[config.mk]
export PLATFORM = sky130hd
export DESIGN_NAME = sdac_load_if
export DESIGN_NICKNAME = d
export VERILOG_FILES = /design/src/rtl/sdac_pkg.sv /design/src/rtl/sdac_sync.sv /design/src/rtl/sdac_frame_rx.sv /design/src/rtl/sdac_bank.sv /design/src/rtl/sdac_load_if.sv
export SDC_FILE = /design/constraint.sdc
export NUM_CORES = 1
export LEC_CHECK = 0
export BUFFER_PORTS_ARGS = -buffer_cell sky130_fd_sc_hd__buf_2
export CAP_MARGIN = 20
export CORE_MARGIN = 4
export CORE_UTILIZATION = 40
export CTS_BUF_LIST = sky130_fd_sc_hd__clkbuf_4
export DETAILED_ROUTE_END_ITERATION = 8
export PLACE_DENSITY = 0.67
export SLEW_MARGIN = 10
export SYNTH_ARGS = -nofsm -noshare
export SYNTH_HDL_FRONTEND = slang
export SYNTH_HIERARCHICAL = 1
export SYNTH_SLANG_ARGS = --single-unit
[constraint.sdc]
create_clock -name clk -period 3.05 [get_ports clk]
set_clock_uncertainty 0.05 [all_clocks]
set_input_delay 0.7625 -clock clk [delete_from_list [all_inputs] [get_ports clk]]
set_output_delay 0.7625 -clock clk [all_outputs]
set_load 0.02 [all_outputs]
[src/rtl/sdac_pkg.sv]
`timescale 1ns/1ps
package sdac_pkg;
    localparam int SDAC_CODE_W = 8;
    localparam int SDAC_SEL_W  = 2;
    localparam int SDAC_NUM_CH = 2;
    localparam int SDAC_SYNC   = 2;

    typedef enum logic [1:0] {
        ST_IDLE  = 2'd0,
        ST_SHIFT = 2'd1,
        ST_DONE  = 2'd2
    } rx_state_t;
endpackage

[src/rtl/sdac_sync.sv]
`timescale 1ns/1ps
module sdac_sync #(
    parameter int WIDTH    = 1,
    parameter int STAGES   = 2,
    parameter bit EDGE_OUT = 1'b0,
    localparam int DEPTH   = EDGE_OUT ? STAGES + 1 : STAGES
) (
    input  logic             clk,
    input  logic             rst_n,
    input  logic [WIDTH-1:0] async_i,
    output logic [WIDTH-1:0] sync_o
);
    logic [WIDTH-1:0] pipe_q [DEPTH];

    always_ff @(posedge clk or negedge rst_n) begin
        if (!rst_n) begin
            for (int i = 0; i < DEPTH; i++) pipe_q[i] <= '0;
        end else begin
            pipe_q[0] <= async_i;
            for (int i = 1; i < DEPTH; i++) pipe_q[i] <= pipe_q[i-1];
        end
    end

    // Level variant passes the synchronized value; edge variant flags a rise.
    generate
        if (EDGE_OUT) begin : g_edge
            assign sync_o = pipe_q[STAGES-1] & ~pipe_q[STAGES];
        end else begin : g_lvl
            assign sync_o = pipe_q[STAGES-1];
        end
    endgenerate
endmodule

[src/rtl/sdac_frame_rx.sv]
`timescale 1ns/1ps
module sdac_frame_rx
    import sdac_pkg::*;
#(
    parameter int SEL_W    = 2,
    parameter int CODE_W   = 8,
    parameter int NUM_CH   = 2,
    localparam int FRAME_W = SEL_W + CODE_W,
    localparam int CNT_W   = $clog2(FRAME_W + 1)
) (
    input  logic              clk,
    input  logic              rst_n,
    input  logic              bit_rise,
    input  logic              bit_val,
    input  logic              strobe_rise,
    output logic              wr_en,
    output logic [SEL_W-1:0]  wr_sel,
    output logic [CODE_W-1:0] wr_code,
    output logic              frame_err,
    output logic [CNT_W-1:0]  bit_cnt
);
    rx_state_t          state_q, state_d;
    logic [CNT_W-1:0]   cnt_q;
    logic [FRAME_W-1:0] shreg_q;
    logic               last_bit;
    logic [SEL_W-1:0]   sel;
    logic               sel_ok;

    assign last_bit = (cnt_q == CNT_W'(FRAME_W - 1));
    assign sel      = shreg_q[FRAME_W-1 -: SEL_W];
    assign sel_ok   = (int'(sel) < NUM_CH);

    // Next-state decision
    always_comb begin
        state_d = state_q;
        unique case (state_q)
            ST_IDLE: begin
                if (!strobe_rise && bit_rise) state_d = ST_SHIFT;
            end
            ST_SHIFT: begin
                if (strobe_rise)                state_d = ST_IDLE;
                else if (bit_rise && last_bit)  state_d = ST_DONE;
            end
            ST_DONE: state_d = ST_IDLE;
            default: state_d = ST_IDLE;
        endcase
    end

    // State register
    always_ff @(posedge clk or negedge rst_n) begin
        if (!rst_n) state_q <= ST_IDLE;
        else        state_q <= state_d;
    end

    // Bit counter and shift register
    always_ff @(posedge clk or negedge rst_n) begin
        if (!rst_n) begin
            cnt_q   <= '0;
            shreg_q <= '0;
        end else begin
            unique case (state_q)
                ST_DONE: cnt_q <= '0;
                default: begin
                    if (strobe_rise) begin
                        cnt_q <= '0;
                    end else if (bit_rise) begin
                        shreg_q <= {shreg_q[FRAME_W-2:0], bit_val};
                        cnt_q   <= last_bit ? '0 : cnt_q + 1'b1;
                    end
                end
            endcase
        end
    end

    // Outputs from the state
    always_comb begin
        wr_en     = 1'b0;
        frame_err = 1'b0;
        unique case (state_q)
            ST_DONE: begin
                wr_en     = sel_ok;
                frame_err = !sel_ok;
            end
            default: ;
        endcase
    end

    assign wr_sel  = sel;
    assign wr_code = shreg_q[CODE_W-1:0];
    assign bit_cnt = cnt_q;
endmodule

[src/rtl/sdac_bank.sv]
`timescale 1ns/1ps
module sdac_bank #(
    parameter int NUM_CH  = 2,
    parameter int CODE_W  = 8,
    parameter int SEL_W   = 2,
    localparam int BUS_W  = NUM_CH * CODE_W
) (
    input  logic              clk,
    input  logic              rst_n,
    input  logic              wr_en,
    input  logic [SEL_W-1:0]  wr_sel,
    input  logic [CODE_W-1:0] wr_code,
    input  logic              load,
    output logic [BUS_W-1:0]  lat_bus,
    output logic [BUS_W-1:0]  out_bus
);
    localparam logic [CODE_W-1:0] MID = {1'b1, {(CODE_W-1){1'b0}}};

    generate
        for (genvar c = 0; c < NUM_CH; c++) begin : g_ch
            logic [CODE_W-1:0] lat_q, out_q;

            always_ff @(posedge clk or negedge rst_n) begin
                if (!rst_n) begin
                    lat_q <= MID;
                    out_q <= MID;
                end else begin
                    if (wr_en && (wr_sel == SEL_W'(c))) lat_q <= wr_code;
                    if (load) out_q <= lat_q;
                end
            end

            assign lat_bus[c*CODE_W +: CODE_W] = lat_q;
            assign out_bus[c*CODE_W +: CODE_W] = out_q;
        end
    endgenerate
endmodule

[src/rtl/sdac_load_if.sv]
`timescale 1ns/1ps
module sdac_load_if
    import sdac_pkg::*;
#(
    parameter int CODE_W   = SDAC_CODE_W,
    parameter int SEL_W    = SDAC_SEL_W,
    parameter int NUM_CH   = SDAC_NUM_CH,
    parameter int SYNC     = SDAC_SYNC,
    localparam int BUS_W   = NUM_CH * CODE_W,
    localparam int FRAME_W = SEL_W + CODE_W,
    localparam int CNT_W   = $clog2(FRAME_W + 1)
) (
    input  logic             clk,
    input  logic             rst_n,
    input  logic             sclk_i,
    input  logic             sdata_i,
    input  logic             latch_i,
    input  logic             pwrdn_n_i,
    output logic [BUS_W-1:0] code_o,
    output logic [BUS_W-1:0] code_signed_o,
    output logic             standby_o,
    output logic             frame_err_o
);
    logic [1:0]        edges;
    logic [1:0]        levels;
    logic              bit_rise, strobe_rise, bit_val;
    logic              wr_en;
    logic [SEL_W-1:0]  wr_sel;
    logic [CODE_W-1:0] wr_code;
    logic [BUS_W-1:0]  lat_bus;
    logic [CNT_W-1:0]  bit_cnt;

    sdac_sync #(.WIDTH(2), .STAGES(SYNC), .EDGE_OUT(1'b1)) u_edge_sync (
        .clk(clk), .rst_n(rst_n),
        .async_i({latch_i, sclk_i}), .sync_o(edges)
    );

    sdac_sync #(.WIDTH(2), .STAGES(SYNC), .EDGE_OUT(1'b0)) u_lvl_sync (
        .clk(clk), .rst_n(rst_n),
        .async_i({pwrdn_n_i, sdata_i}), .sync_o(levels)
    );

    assign bit_rise    = edges[0];
    assign strobe_rise = edges[1];
    assign bit_val     = levels[0];
    assign standby_o   = ~levels[1];

    sdac_frame_rx #(.SEL_W(SEL_W), .CODE_W(CODE_W), .NUM_CH(NUM_CH)) u_rx (
        .clk(clk), .rst_n(rst_n),
        .bit_rise(bit_rise), .bit_val(bit_val), .strobe_rise(strobe_rise),
        .wr_en(wr_en), .wr_sel(wr_sel), .wr_code(wr_code),
        .frame_err(frame_err_o), .bit_cnt(bit_cnt)
    );

    sdac_bank #(.NUM_CH(NUM_CH), .CODE_W(CODE_W), .SEL_W(SEL_W)) u_bank (
        .clk(clk), .rst_n(rst_n),
        .wr_en(wr_en), .wr_sel(wr_sel), .wr_code(wr_code),
        .load(strobe_rise), .lat_bus(lat_bus), .out_bus(code_o)
    );

    generate
        for (genvar c = 0; c < NUM_CH; c++) begin : g_signed
            assign code_signed_o[c*CODE_W +: CODE_W] =
                {~code_o[c*CODE_W + CODE_W - 1], code_o[c*CODE_W +: CODE_W-1]};
        end
    endgenerate
endmodule

# Yosys cells after proc, flatten, opt, wreduce, memory -nomap -nowiden

Index checks and enable logic that the tools add are counted.

Add/subtract/negate cells: 1
Order comparisons: 1
Equality and inequality tests: 6
Multiplexer cells: 10
Bitwise operators: 7
Reductions and logical operators: 11

Operators by type and width:

| cell                                                                    | count |
|---|---|
| 4-bit two-way mux                                                       | 4 |
| 2-bit two-way mux                                                       | 3 |
| 1-bit NOT                                                               | 5 |
| 4-bit by 1-bit adder with 4-bit output, second input constant           | 1 |
| 2-bit by 1-bit equality test with 1-bit output, second input constant   | 2 |
| 4-bit equality test, second input constant                              | 1 |
| 1-bit logical AND                                                       | 4 |
| 2-bit logical NOT                                                       | 2 |
| 2-bit one-hot mux with 2 select lines                                   | 1 |
| 3-bit by 2-bit inequality test with 1-bit output, second input constant | 1 |
| 3-bit AND reduction                                                     | 1 |
| 3-bit nonzero test                                                      | 1 |
| 2-bit AND                                                               | 1 |
| 2-bit equality test, second input constant                              | 1 |
| 1-bit logical NOT                                                       | 2 |
| 2-bit less-than comparator, second input constant                       | 1 |
| 1-bit two-way mux                                                       | 2 |
| 2-bit by 1-bit inequality test with 1-bit output, second input constant | 1 |
| 2-bit NOT                                                               | 1 |
| 2-bit AND reduction                                                     | 1 |

Register bits after elaboration: 58
Bits of input ports: 6
Output and inout port bits: 34
Word-level logic and storage cells: 48

# Depth between registers and ports, before layout

Gate-level depths: netlist of run 1.

Word-level depth: 6
Mapped depth: 5
Mapped depth without buffers: 5

# Hierarchy

The synthesis of run 1 kept the hierarchy.

By module, submodules not included:

| module                  | times used | cells each | area an instance (sq um) | seq. area each (sq um) |
|---|---|---|---|---|
| sdac_bank               | 1          | 68         | 1,206.2                  | 805.8 |
| sdac_frame_rx           | 1          | 58         | 735.7                    | 400.4 |
| sdac_sync (u_edge_sync) | 1          | 8          | 177.7                    | 150.1 |
| sdac_load_if            | 1          | 17         | 116.4                    | 0.0 |
| sdac_sync (u_lvl_sync)  | 1          | 6          | 115.1                    | 100.1 |

# Worst setup path before layout of run 1

Ideal clock, no wire load.

Kind: reg-to-reg
From: register u_rx.state_q[0]
To: register u_bank.g_ch[0].lat_q[0]
Library setup time: 125 ps
Arrival time: 1,464 ps
Data required time: 2,875 ps
Path slack: 1,412 ps
Stages on the path, launching flop included: 5
Buffers on the path: 0
Period minus slack after synthesis: 1,638 ps
Cell sequence: dfrtp_1 nor2b_2 nor2b_1 nor3b_4 mux2_2

Word-level cells in the longest chain between the ends: 3

Ends and longest elaborated chain:

| item                   | RTL line            | text |
|---|---|---|
| start, declared        | sdac_frame_rx.sv:22 | `rx_state_t state_q, state_d;` |
| start signal, assigned | sdac_frame_rx.sv:52 | `else state_q <= state_d;` |
| 2-bit equality test    | sdac_frame_rx.sv:79 | `unique case (state_q)` |
| 1-bit two-way mux      | sdac_frame_rx.sv:79 |  |
| named net wr_en        | sdac_load_if.sv:27  | `logic wr_en;` |
| 1-bit logical AND      | sdac_bank.sv:28     | `if (wr_en && (wr_sel == SEL_W'(c))) lat_q <= wr_code;` |
| end signal, assigned   | sdac_bank.sv:28     |  |
| end, declared          | sdac_bank.sv:21     | `logic [CODE_W-1:0] lat_q, out_q;` |

The timed path passes the listed nets, and every way through them passes these cells.
A chain may end at the register's enable or synchronous reset.

# Final worst setup path of run 1

From: register u_rx.state_q[0]
To: output port frame_err_o

Word-level cells in the longest chain between the ends: 2

Ends and longest elaborated chain:

| item                | RTL line            | text |
|---|---|---|
| 2-bit equality test | sdac_frame_rx.sv:79 |  |
| 1-bit two-way mux   | sdac_frame_rx.sv:79 |  |
| end, declared       | sdac_load_if.sv:22  | `output logic frame_err_o` |

No other way between the ends.

==> impl_metrics.json, run 1 <==
{
  "r2r-start": "u_edge_sync/pipe_q[0]",
  "holdBufCountCts": 0,
  "finalSetupViolCount": 0,
  "io_buffer_count": 39,
  "grt_setup_unrepaired": "false",
  "syn_area_per_cell_um2": 15.0,
  "critPathBufInv": 1,
  "syn_to_final_growth_pct": 12.4,
  "min_from": "u_lvl_sync/pipe_q[3]",
  "hp-class": "flip-flop to flip-flop",
  "final_cell_area_um2": 2640,
  "io_pins": 40,
  "place_hpwl_um": 2280,
  "routed_wl_um": 3510,
  "pwr-share-comb": 0.073,
  "cap_violations": 0,
  "htree_levels": 3,
  "layout_commonest_cell": "dfrtp_1",
  "ant_nets": 0,
  "crit_arrival_ns": 1.31,
  "ir_worst_vdd_mv": 0.256,
  "clock_power_share": 0.341,
  "viasPerCell": 4.66,
  "grt_pass1_vias": 1201,
  "core_um2": 5610,
  "tns_ns": 0,
  "vias": 1234,
  "track_usage": 0.109,
  "crit_path_end_kind": "primary output",
  "period_share": 0.696,
  "p_leak_nw": 1.36,
  "clk_path_buf_depth": 2,
  "slew-limit-headroom": 0.470,
  "swShare": 0.243,
  "post_synth_instance_area_um2": 2350,
  "hold_viol": 0,
  "worstSetupStartpoint": "u_rx/state_q[0]",
  "cp.required_ns": 2.24,
  "critPathKind": "flip-flop to primary output",
  "cp_cell_sequence": "nor2b_2, and2_1, buf_2",
  "chipWidth_um": 84.7,
  "dieArea_um2": 7170,
  "synth_cells": 157,
  "clk_pin_slew_ns": 0.09,
  "synth_nets": 165,
  "cpPeakStageDelay_ns": 0.42,
  "drt_iter0_drc": 86,
  "cts_setup_buffers": 0,
  "die_y_um": 84.7,
  "cts_buffers": 9,
  "dr.pass1.iters": 4,
  "internal_power_mw": 1.18,
  "run_status": "finished clean",
  "synth.yosys.seq_area_share": 0.619,
  "routabilityCongestion": 0.734,
  "dpl-instance-area_um2": 2510,
  "diodes": 0,
  "tightest_slew_ns": 0.792,
  "num_rows": 27,
  "cts_sinks": 58,
  "synth_cell_type_count": 29,
  "slowest_stage": "dfrtp_1",
  "power_density_nw_per_um2": 589,
  "switchingPower_mw": 0.377,
  "critical-path-top-delay-family": "flip-flops",
  "overflow": 0,
  "grt_max_degree": 33,
  "antenna_found_initial": 0,
  "drive_above_1_share": 0.565,
  "seqPwrFrac": 0.585,
  "startpoint_type": "flip-flop",
  "yosys_register_bits": 58,
  "yosysWarningCount": 6,
  "period_needed_ns": 2.12,
  "cp_max_fo": 4,
  "drv_slew": 0,
  "cts_tree": "done",
  "grt_pass1_wl_um": 6040,
  "ctsResizeCount": 0,
  "final_cell_mix": "dfrtp_1, mux2_2, buf_2, clkbuf_4",
  "drc": 0,
  "root_buffer": "clkbuf_4",
  "start_util": 0.419,
  "nNetsFinal": 196,
  "wl_per_cell_um": 13.2,
  "clock.fmax_mhz": 471,
  "insertion_delay_ns": 0.39
}
## flip-flops by register name (all words and copies together), names as in the netlist
name / cells
u_bank/g_ch.lat_q: 16
u_bank/g_ch.out_q: 16
u_edge_sync/pipe_q: 6
u_lvl_sync/pipe_q: 2
u_lvl_sync/sync_o: 2
u_rx/bit_cnt: 4
u_rx/shreg_q: 10
u_rx/state_q: 2
## final timing paths
kind | to | slack (ns) | cells after the start
worst max-delay path | frame_err_o | 0.93 | 3
worst min-delay path | u_lvl_sync/sync_o[1] | 0.30 | 0
worst max register to register | u_rx/shreg_q[8] | 1.16 | 3
worst min register to register | u_lvl_sync/sync_o[1] | 0.30 | 0
max in group asynchronous | u_lvl_sync/pipe_q[2] | 2.05 | 2
min in group asynchronous | u_bank/g_ch[0].lat_q[6] | 0.33 | 1
## cells in the mapped netlist, drive strengths merged
| library cell | instances | area [µm²] |
|---|---|---|
| a21boi | 1 | 7.51 |
| a21oi | 4 | 23.8 |
| a31oi | 1 | 6.26 |
| and2 | 1 | 6.26 |
| and3b | 1 | 8.76 |
| and4 | 1 | 10.0 |
| and4b | 1 | 10.0 |
| buf | 20 | 146 |
| dfrtp | 54 | 1350 |
| dfstp | 4 | 105 |
| ha | 2 | 25.0 |
| inv | 4 | 15.0 |
| mux2 | 42 | 473 |
| nand2 | 3 | 11.3 |
| nand2b | 2 | 12.5 |
| nand3b | 4 | 33.8 |
| nor2 | 1 | 3.75 |
| nor2b | 4 | 42.6 |
| nor3b | 2 | 31.3 |
| o21ai | 3 | 15.0 |
| or2 | 1 | 6.26 |
| or3 | 1 | 6.26 |
## through the flow
| step | util | power, mW | cells | hold WS, ns | setup WS [ns] |
|---|---|---|---|---|---|
| after floorplan | - | 0.993 | 157 | 0.281 | 1.41 |
| after global placement | 0.448 | 1.04 | 249 | 0.283 | 1.15 |
| after detailed placement | 0.448 | 1.04 | 249 | 0.286 | 1.16 |
| after CTS | 0.471 | 1.58 | 265 | 0.306 | 0.895 |
| after global routing | 0.471 | 1.65 | 265 | 0.310 | 0.829 |
| final | 0.471 | 1.56 | 265 | 0.303 | 0.927 |
## kinds of logic (layout without fill, tap and decap cells)
group | after synthesis | count (layout) | synth area share
DFF | 58 | 58 | 0.619
muxes | 42 | 42 | 0.201
buffers and inverters | 24 | 60 | 0.0687
and+or+nand+nor | 22 | 22 | 0.0777
AOI/OAI and AO/OA | 9 | 9 | 0.0224
adders and majority gates | 2 | 2 | 0.0106
## power groups by stage
stage	sequential [mW]	clock (mW)	combinational [mW]
6_report	0.911	0.531	0.114
5_1_grt	0.922	0.596	0.127
4_1_cts	0.910	0.555	0.117
3_5_place_dp	0.926	0	0.116
3_3_place_gp	0.925	0	0.113
2_1_floorplan	0.904	0	0.0891
## routing by layer
layer	up-vias	GRT usage	routed length [µm]
li1	590	-	-
met1	608	0.149	1650
met2	30	0.144	1560
met3	6	0.0451	222
met4	0	0.0604	80
met5	-	0	0
## worst reg2reg max path, cell delays in order (launching register included)
cell and delay [ns]:
dfrtp_1 0.40, nor2b_4 0.22, nor3b_2 0.70, mux2_2 0.41
## area by class of cell
cell class	instances	area [µm²]
fillers	525	2970
inverters	4	15.0
flip-flops and latches	58	1460
clock buffers	12	90.1
well taps	72	90.1
multi-input cells	75	733
clock inverters	4	42.5
repair buffers	40	215
(Power assumes the default switching activity.)
==> run 2, diff against run 1 <==
--- a/config.mk
+++ b/config.mk
@@ -11,7 +11,7 @@
 export CORE_UTILIZATION = 40
 export CTS_BUF_LIST = sky130_fd_sc_hd__clkbuf_4
 export DETAILED_ROUTE_END_ITERATION = 8
-export PLACE_DENSITY = 0.67
+export PLACE_DENSITY = 0.69
 export SLEW_MARGIN = 10
 export SYNTH_ARGS = -nofsm -noshare
 export SYNTH_HDL_FRONTEND = slang
==> constraint.sdc (replaced) <==
create_clock -name clk -period 1.8 [get_ports clk]
set_clock_uncertainty 0.05 [all_clocks]
set_input_delay 0.45 -clock clk [delete_from_list [all_inputs] [get_ports clk]]
set_output_delay 0.45 -clock clk [all_outputs]
set_load 0.02 [all_outputs]
==> run 2 against run 1 <==
  * First-iteration DRC count down 53%
  * Non-clock buffer count up 11
  * Combinational power up 82%
  * Critical endpoint unchanged
  * Highest routed layer unchanged
==> impl_metrics.json, run 2 (synthesis gave the netlist of run 1 again) <==
{
  "run_status": "finished clean",
  "critPathKind": "flip-flop to primary output",
  "grt_max_degree": 22,
  "largestRegisters": "u_bank/g_ch.lat_q: 16 flops, u_bank/g_ch.out_q: 16 flops, u_rx/shreg_q: 10 flops",
  "core_um2": 5610,
  "internal_power_mw": 1.94,
  "viasPerCell": 4.73,
  "tightest_slew_ns": 0.502,
  "clk_pin_slew_ns": 0.09,
  "antenna_found_initial": 0,
  "period_share": 0.950,
  "worst-path-stages": 3,
  "power_density_nw_per_um2": 948,
  "swShare": 0.246,
  "cts_tree": "done",
  "pwr-share-comb": 0.081,
  "num_rows": 27,
  "critPathBufInv": 1,
  "io_buffer_count": 39,
  "drv_slew": 0,
  "power_mw": 2.58,
  "min_path_cells": 1,
  "tns_ns": 0,
  "startpoint_type": "flip-flop",
  "final_cell_mix": "dfrtp_1, mux2_2, buf_2, buf_4, clkbuf_4",
  "drc": 0,
  "slowest_stage": "dfrtp_1",
  "clock.fmax_mhz": 585,
  "chipWidth_um": 84.7,
  "grt_pass1_vias": 1306,
  "dieArea_um2": 7170,
  "wl_per_cell_um": 13.3,
  "cts_buffers": 9,
  "vias": 1297,
  "root_buffer": "clkbuf_4",
  "p_leak_nw": 1.41,
  "hold_viol": 0,
  "insertion_delay_ns": 0.38,
  "cts_sinks": 58,
  "diodes": 0,
  "htree_levels": 3,
  "track_usage": 0.117,
  "routabilityCongestion": 0.706,
  "slew-limit-headroom": 0.665,
  "ff2ff_path_depth": 5,
  "layout_commonest_cell": "dfrtp_1",
  "crit_path_end_kind": "primary output",
  "cpPeakStageDelay_ns": 0.39,
  "drt_iter0_drc": 40,
  "drive_above_1_share": 0.584,
  "cap_violations": 0,
  "placed_cells_incl_taps": 256,
  "cp.required_ns": 1.30,
  "seqPwrFrac": 0.601,
  "clk_path_buf_depth": 2,
  "crit_arrival_ns": 1.21,
  "hp-class": "input port to flip-flop",
  "cp_cell_sequence": "nor2b_2, and2_4, buf_6",
  "die_y_um": 84.7,
  "place_hpwl_um": 2570,
  "period_needed_ns": 1.71,
  "dr.pass1.iters": 4,
  "io_pins": 40,
  "ir_worst_vdd_mv": 0.402,
  "overflow": 0,
  "switchingPower_mw": 0.635,
  "ant_nets": 0,
  "start_util": 0.419,
  "nNetsFinal": 207,
  "cp_max_fo": 3,
  "grt_pass1_wl_um": 6440,
  "finalSetupViolCount": 0,
  "final_cell_count_no_fill": 274,
  "clock_power_share": 0.318,
  "critical-path-top-delay-family": "flip-flops",
  "routed_wl_um": 3640,
  "syn_to_final_growth_pct": 15.6
}
## run 2: cell types whose count changed in the layout (fill, tap and decap cells not counted), sizes merged
cell	previous run	this run
clkbuf	12	9
clkinv	3	4
buf	40	50
dlygate4sd3	0	1
## run 2: power groups by stage
stage	Clock [mW]	Combinational (mW)	Sequential, mW
3_3_place_gp	0	0.200	1.57
3_5_place_dp	0	0.206	1.58
6_report	0.820	0.208	1.55
5_1_grt	0.926	0.236	1.57
4_1_cts	0.860	0.213	1.55
2_1_floorplan	0	0.151	1.53
## run 2: layout make-up
cell class | count | area [µm²]
flip-flops and latches | 58 | 1460
clock inverters | 5 | 47.5
clock buffers | 9 | 67.6
well taps | 72 | 90.1
multi-input cells | 75 | 736
fillers | 507 | 2890
inverters | 4 | 15.0
repair buffers | 51 | 307
## run 2: timing repair
item                       CTS  global route
setup endpoints to repair    1             1
setup buffers                2             1
resized for setup            0             3
hold endpoints to repair    14             0
gates cloned                 0             0
hold buffers                 1             0
## run 2: final timing paths
check                                     start                       to  slack (ns)
max in group asynchronous                 rst_n  u_bank/g_ch[1].out_q[2]        0.66
hold / removal                          latch_i    u_edge_sync/pipe_q[5]        0.12
hold reg to reg            u_lvl_sync/pipe_q[3]     u_lvl_sync/sync_o[1]        0.30
min in group asynchronous                 rst_n  u_bank/g_ch[1].out_q[5]        0.51
setup / recovery                u_rx/state_q[1]              frame_err_o        0.09
setup reg to reg                u_rx/state_q[0]  u_bank/g_ch[0].lat_q[0]        0.14
## run 2: worst reg2reg max path, cell delays in order, from the launching register on
cell and delay (ns):
dfrtp_1 0.40, nor2b_2 0.15, nor2b_1 0.21, nor3b_4 0.23, buf_4 0.17, mux2_2 0.33
## run 2: metal layers
layer	track usage	part of all wire
met2	0.169	0.46
met5	0	0
met3	0.0304	0.056
met4	0.0863	0.026
met1	0.152	0.46
## run 2: through the flow
stage	cell area (µm²)	util	hold slack (ns)	setup slack, ns
after floorplan	2350	-	0.104	0.162
after global placement	2560	0.457	0.282	0.148
after detailed placement	2560	0.457	0.286	0.123
after CTS	2700	0.482	0.0831	0.0188
after global routing	2720	0.485	0.0724	-0.0134
final	2720	0.485	0.118	0.0895
==> run 3, diff against run 2 <==
--- a/config.mk
+++ b/config.mk
@@ -5,6 +5,7 @@
 export SDC_FILE = /design/constraint.sdc
 export NUM_CORES = 1
 export LEC_CHECK = 0
+export ABC_AREA = 1
 export BUFFER_PORTS_ARGS = -buffer_cell sky130_fd_sc_hd__buf_2
 export CAP_MARGIN = 20
 export CORE_MARGIN = 4
==> run 3 against run 2 <==
  * Non-clock buffer count fell by 7
  * Highest routed layer unchanged
  * Critical path type unchanged
  * Utilization fell by 1.9 points
  * Register-to-register slack improved by 0.26 ns
==> impl_metrics.json, run 3 <==
{
  "async_reset_ff_frac": 1.00,
  "wl_met1_um": 1970,
  "finalSetupViolCount": 0,
  "synth_compound_area_frac": 0.0512,
  "synth_area_leader_cell": "dfrtp_1",
  "viasPerCell": 4.54,
  "ir_worst_vdd_mv": 0.372,
  "cp_max_fo": 8,
  "clk_pin_slew_ns": 0.09,
  "place_hpwl_um": 2770,
  "synth_xor_area_frac": 0.00352,
  "synth_cell_type_count": 25,
  "synth_nets": 261,
  "yosys_register_bits": 58,
  "crit_path_end_kind": "primary output",
  "ys_top_cells_by_area": "dfrtp_1, nand2_1, buf_4",
  "start_util": 0.416,
  "power_density_nw_per_um2": 930,
  "synth_top_family_by_area": "simple AND/OR/NAND/NOR gates",
  "synth_common_cells": "nand2_1, dfrtp_1, inv_1",
  "clock.fmax_mhz": 584,
  "cap_violations": 0,
  "synth_edf_count": 0,
  "pre_cts_ws_ns": 0.377,
  "hold_viol": 0,
  "placed_cells_incl_taps": 347,
  "grt_max_degree": 59,
  "vias": 1656,
  "final_cell_count_no_fill": 365,
  "dieArea_um2": 7550,
  "synth_ff_type": "dfrtp_1",
  "wl_met2_um": 1810,
  "die_y_um": 86.9,
  "routed_wl_um": 4060,
  "drive_above_1_share": 0.290,
  "syn_to_final_growth_pct": 12.1,
  "diodes": 0,
  "cp_cell_sequence": "inv_2, nand2_4, nor2_1, buf_4",
  "period_needed_ns": 1.71,
  "synth_top_area_frac": 0.542,
  "antenna_found_initial": 0,
  "overflow": 0,
  "synthSimpleGateAreaFrac": 0.225,
  "chipWidth_um": 86.9,
  "period_share": 0.951,
  "routabilityCongestion": 0.830,
  "nNetsFinal": 293,
  "largestRegisters": "u_bank/g_ch.lat_q: 16 flops, u_bank/g_ch.out_q: 16 flops, u_rx/shreg_q: 10 flops",
  "insertion_delay_ns": 0.38,
  "synth.yosys.seq_area_share": 0.585,
  "dr.pass1.iters": 4,
  "post_synth_instance_area_um2": 2490,
  "yosysMostFrequentCell": "nand2_1",
  "synth_cells": 253,
  "io_pins": 40,
  "p_leak_nw": 1.44,
  "final_cell_mix": "nand2_1, dfrtp_1, buf_2, inv_1, o21ai_0",
  "clk_path_buf_depth": 2,
  "drv_slew": 0,
  "yosysWarningCount": 6,
  "cts_tree": "done",
  "setup_slack_ns": 0.0883,
  "synth_fa_ha_area_frac": 0.0100,
  "run_status": "finished clean",
  "topRoutingLayerUsed": "met4",
  "cp.required_ns": 1.30,
  "io_buffer_count": 39,
  "core_um2": 5990,
  "track_usage": 0.124,
  "crit_arrival_ns": 1.21,
  "cts_sinks": 58,
  "multi_input_area_um2": 721,
  "wl_per_cell_um": 11.1,
  "post-route-util": 0.466,
  "root_buffer": "clkbuf_4",
  "num_rows": 28,
  "critPathKind": "flip-flop to primary output",
  "cts_buffers": 9,
  "cpPeakStageDelay_ns": 0.41,
  "fillers": 572,
  "drc": 0,
  "grt_setup_unrepaired": "false",
  "tns_ns": 0,
  "tightest_slew_ns": 0.534,
  "drt_iter0_drc": 105,
  "syn_area_per_cell_um2": 9.85,
  "layout_commonest_cell": "nand2_1",
  "hp-class": "input port to flip-flop",
  "grt_pass1_wl_um": 7180,
  "synthMuxAreaShare": 0,
  "startpoint_type": "flip-flop",
  "grt_pass1_vias": 1660,
  "ant_nets": 0,
  "slowest_stage": "dfrtp_1",
  "htree_levels": 3,
  "slew-limit-headroom": 0.644,
  "seq_area_um2": 1460,
  "dr_wl_met3_um": 213
}
-- run 3: cell count changes after synthesis, moves of 13 or more --
cell | before | now
o21ai_0 | 3 | 22
nand3_1 | 0 | 13
nand2_1 | 3 | 65
inv_1 | 4 | 29
mux2_2 | 42 | 0
nand4_1 | 0 | 14
-- run 3: cell families after synthesis --
logic type	count (synthesis)
xor+xnor	1
buf+inv	56
compound gates	24
simple gates	112
flops	58
fa+ha+maj	2
-- run 3: routing by layer --
| metal | global-route usage | vias up |
|---|---|---|
| met3 | 0.0312 | 6 |
| met1 | 0.155 | 760 |
| met5 | 0 | - |
| met4 | 0.0807 | 0 |
| li1 | - | 855 |
| met2 | 0.190 | 35 |
-- run 3: layout make-up --
class	instances	area share
clock buffers	11	0.0296
clock inverters	5	0.0166
inverters	33	0.0461
multi-input cells	139	0.258
flip-flops and latches	58	0.522
well taps	75	0.0336
repair buffers	44	0.0941
-- run 3: final timing paths --
path	from	endpoint	slack, ns	cells past startpoint
max	u_rx/state_q[0]	frame_err_o	0.09	4
min	latch_i	u_edge_sync/pipe_q[5]	0.12	1
max reg2reg	u_rx/shreg_q[9]	u_bank/g_ch[1].lat_q[0]	0.40	6
min reg2reg	u_lvl_sync/pipe_q[3]	u_lvl_sync/sync_o[1]	0.31	0
max in group asynchronous	rst_n	u_bank/g_ch[0].lat_q[7]	0.85	3
min in group asynchronous	rst_n	u_rx/state_q[1]	0.54	3
-- run 3: worst max-delay path, delay by kind of cell, from the launching register on --
family | cells | cell delay, ns
simple gates | 2 | 0.19
buf+inv | 2 | 0.23
flops | 1 | 0.41
-- run 3: metrics by stage --
| stage | instance area [µm²] | total power, mW | hold WS (ns) |
|---|---|---|---|
| after floorplan | 2490 | 1.67 | 0.104 |
| after global placement | 2640 | 1.73 | 0.284 |
| after detailed placement | 2640 | 1.74 | 0.286 |
| after CTS | 2780 | 2.63 | 0.0868 |
| after global routing | 2790 | 2.75 | 0.0846 |
| final | 2790 | 2.60 | 0.121 |
-- run 3: repair_timing --
item	in CTS	in global routing
resized for setup	1	1
hold buffers	1	0
buffers inserted	0	1
endpoints found under the setup margin	1	1
hold endpoints to repair	41	0
-- run 3: power by group --
part | internal [mW] | switching (mW) | leakage, nW
logic | 0.0871 | 0.150 | 0.606
registers | 1.38 | 0.109 | 0.761
clock network | 0.440 | 0.432 | 0.0734
total | 1.90 | 0.691 | 1.44
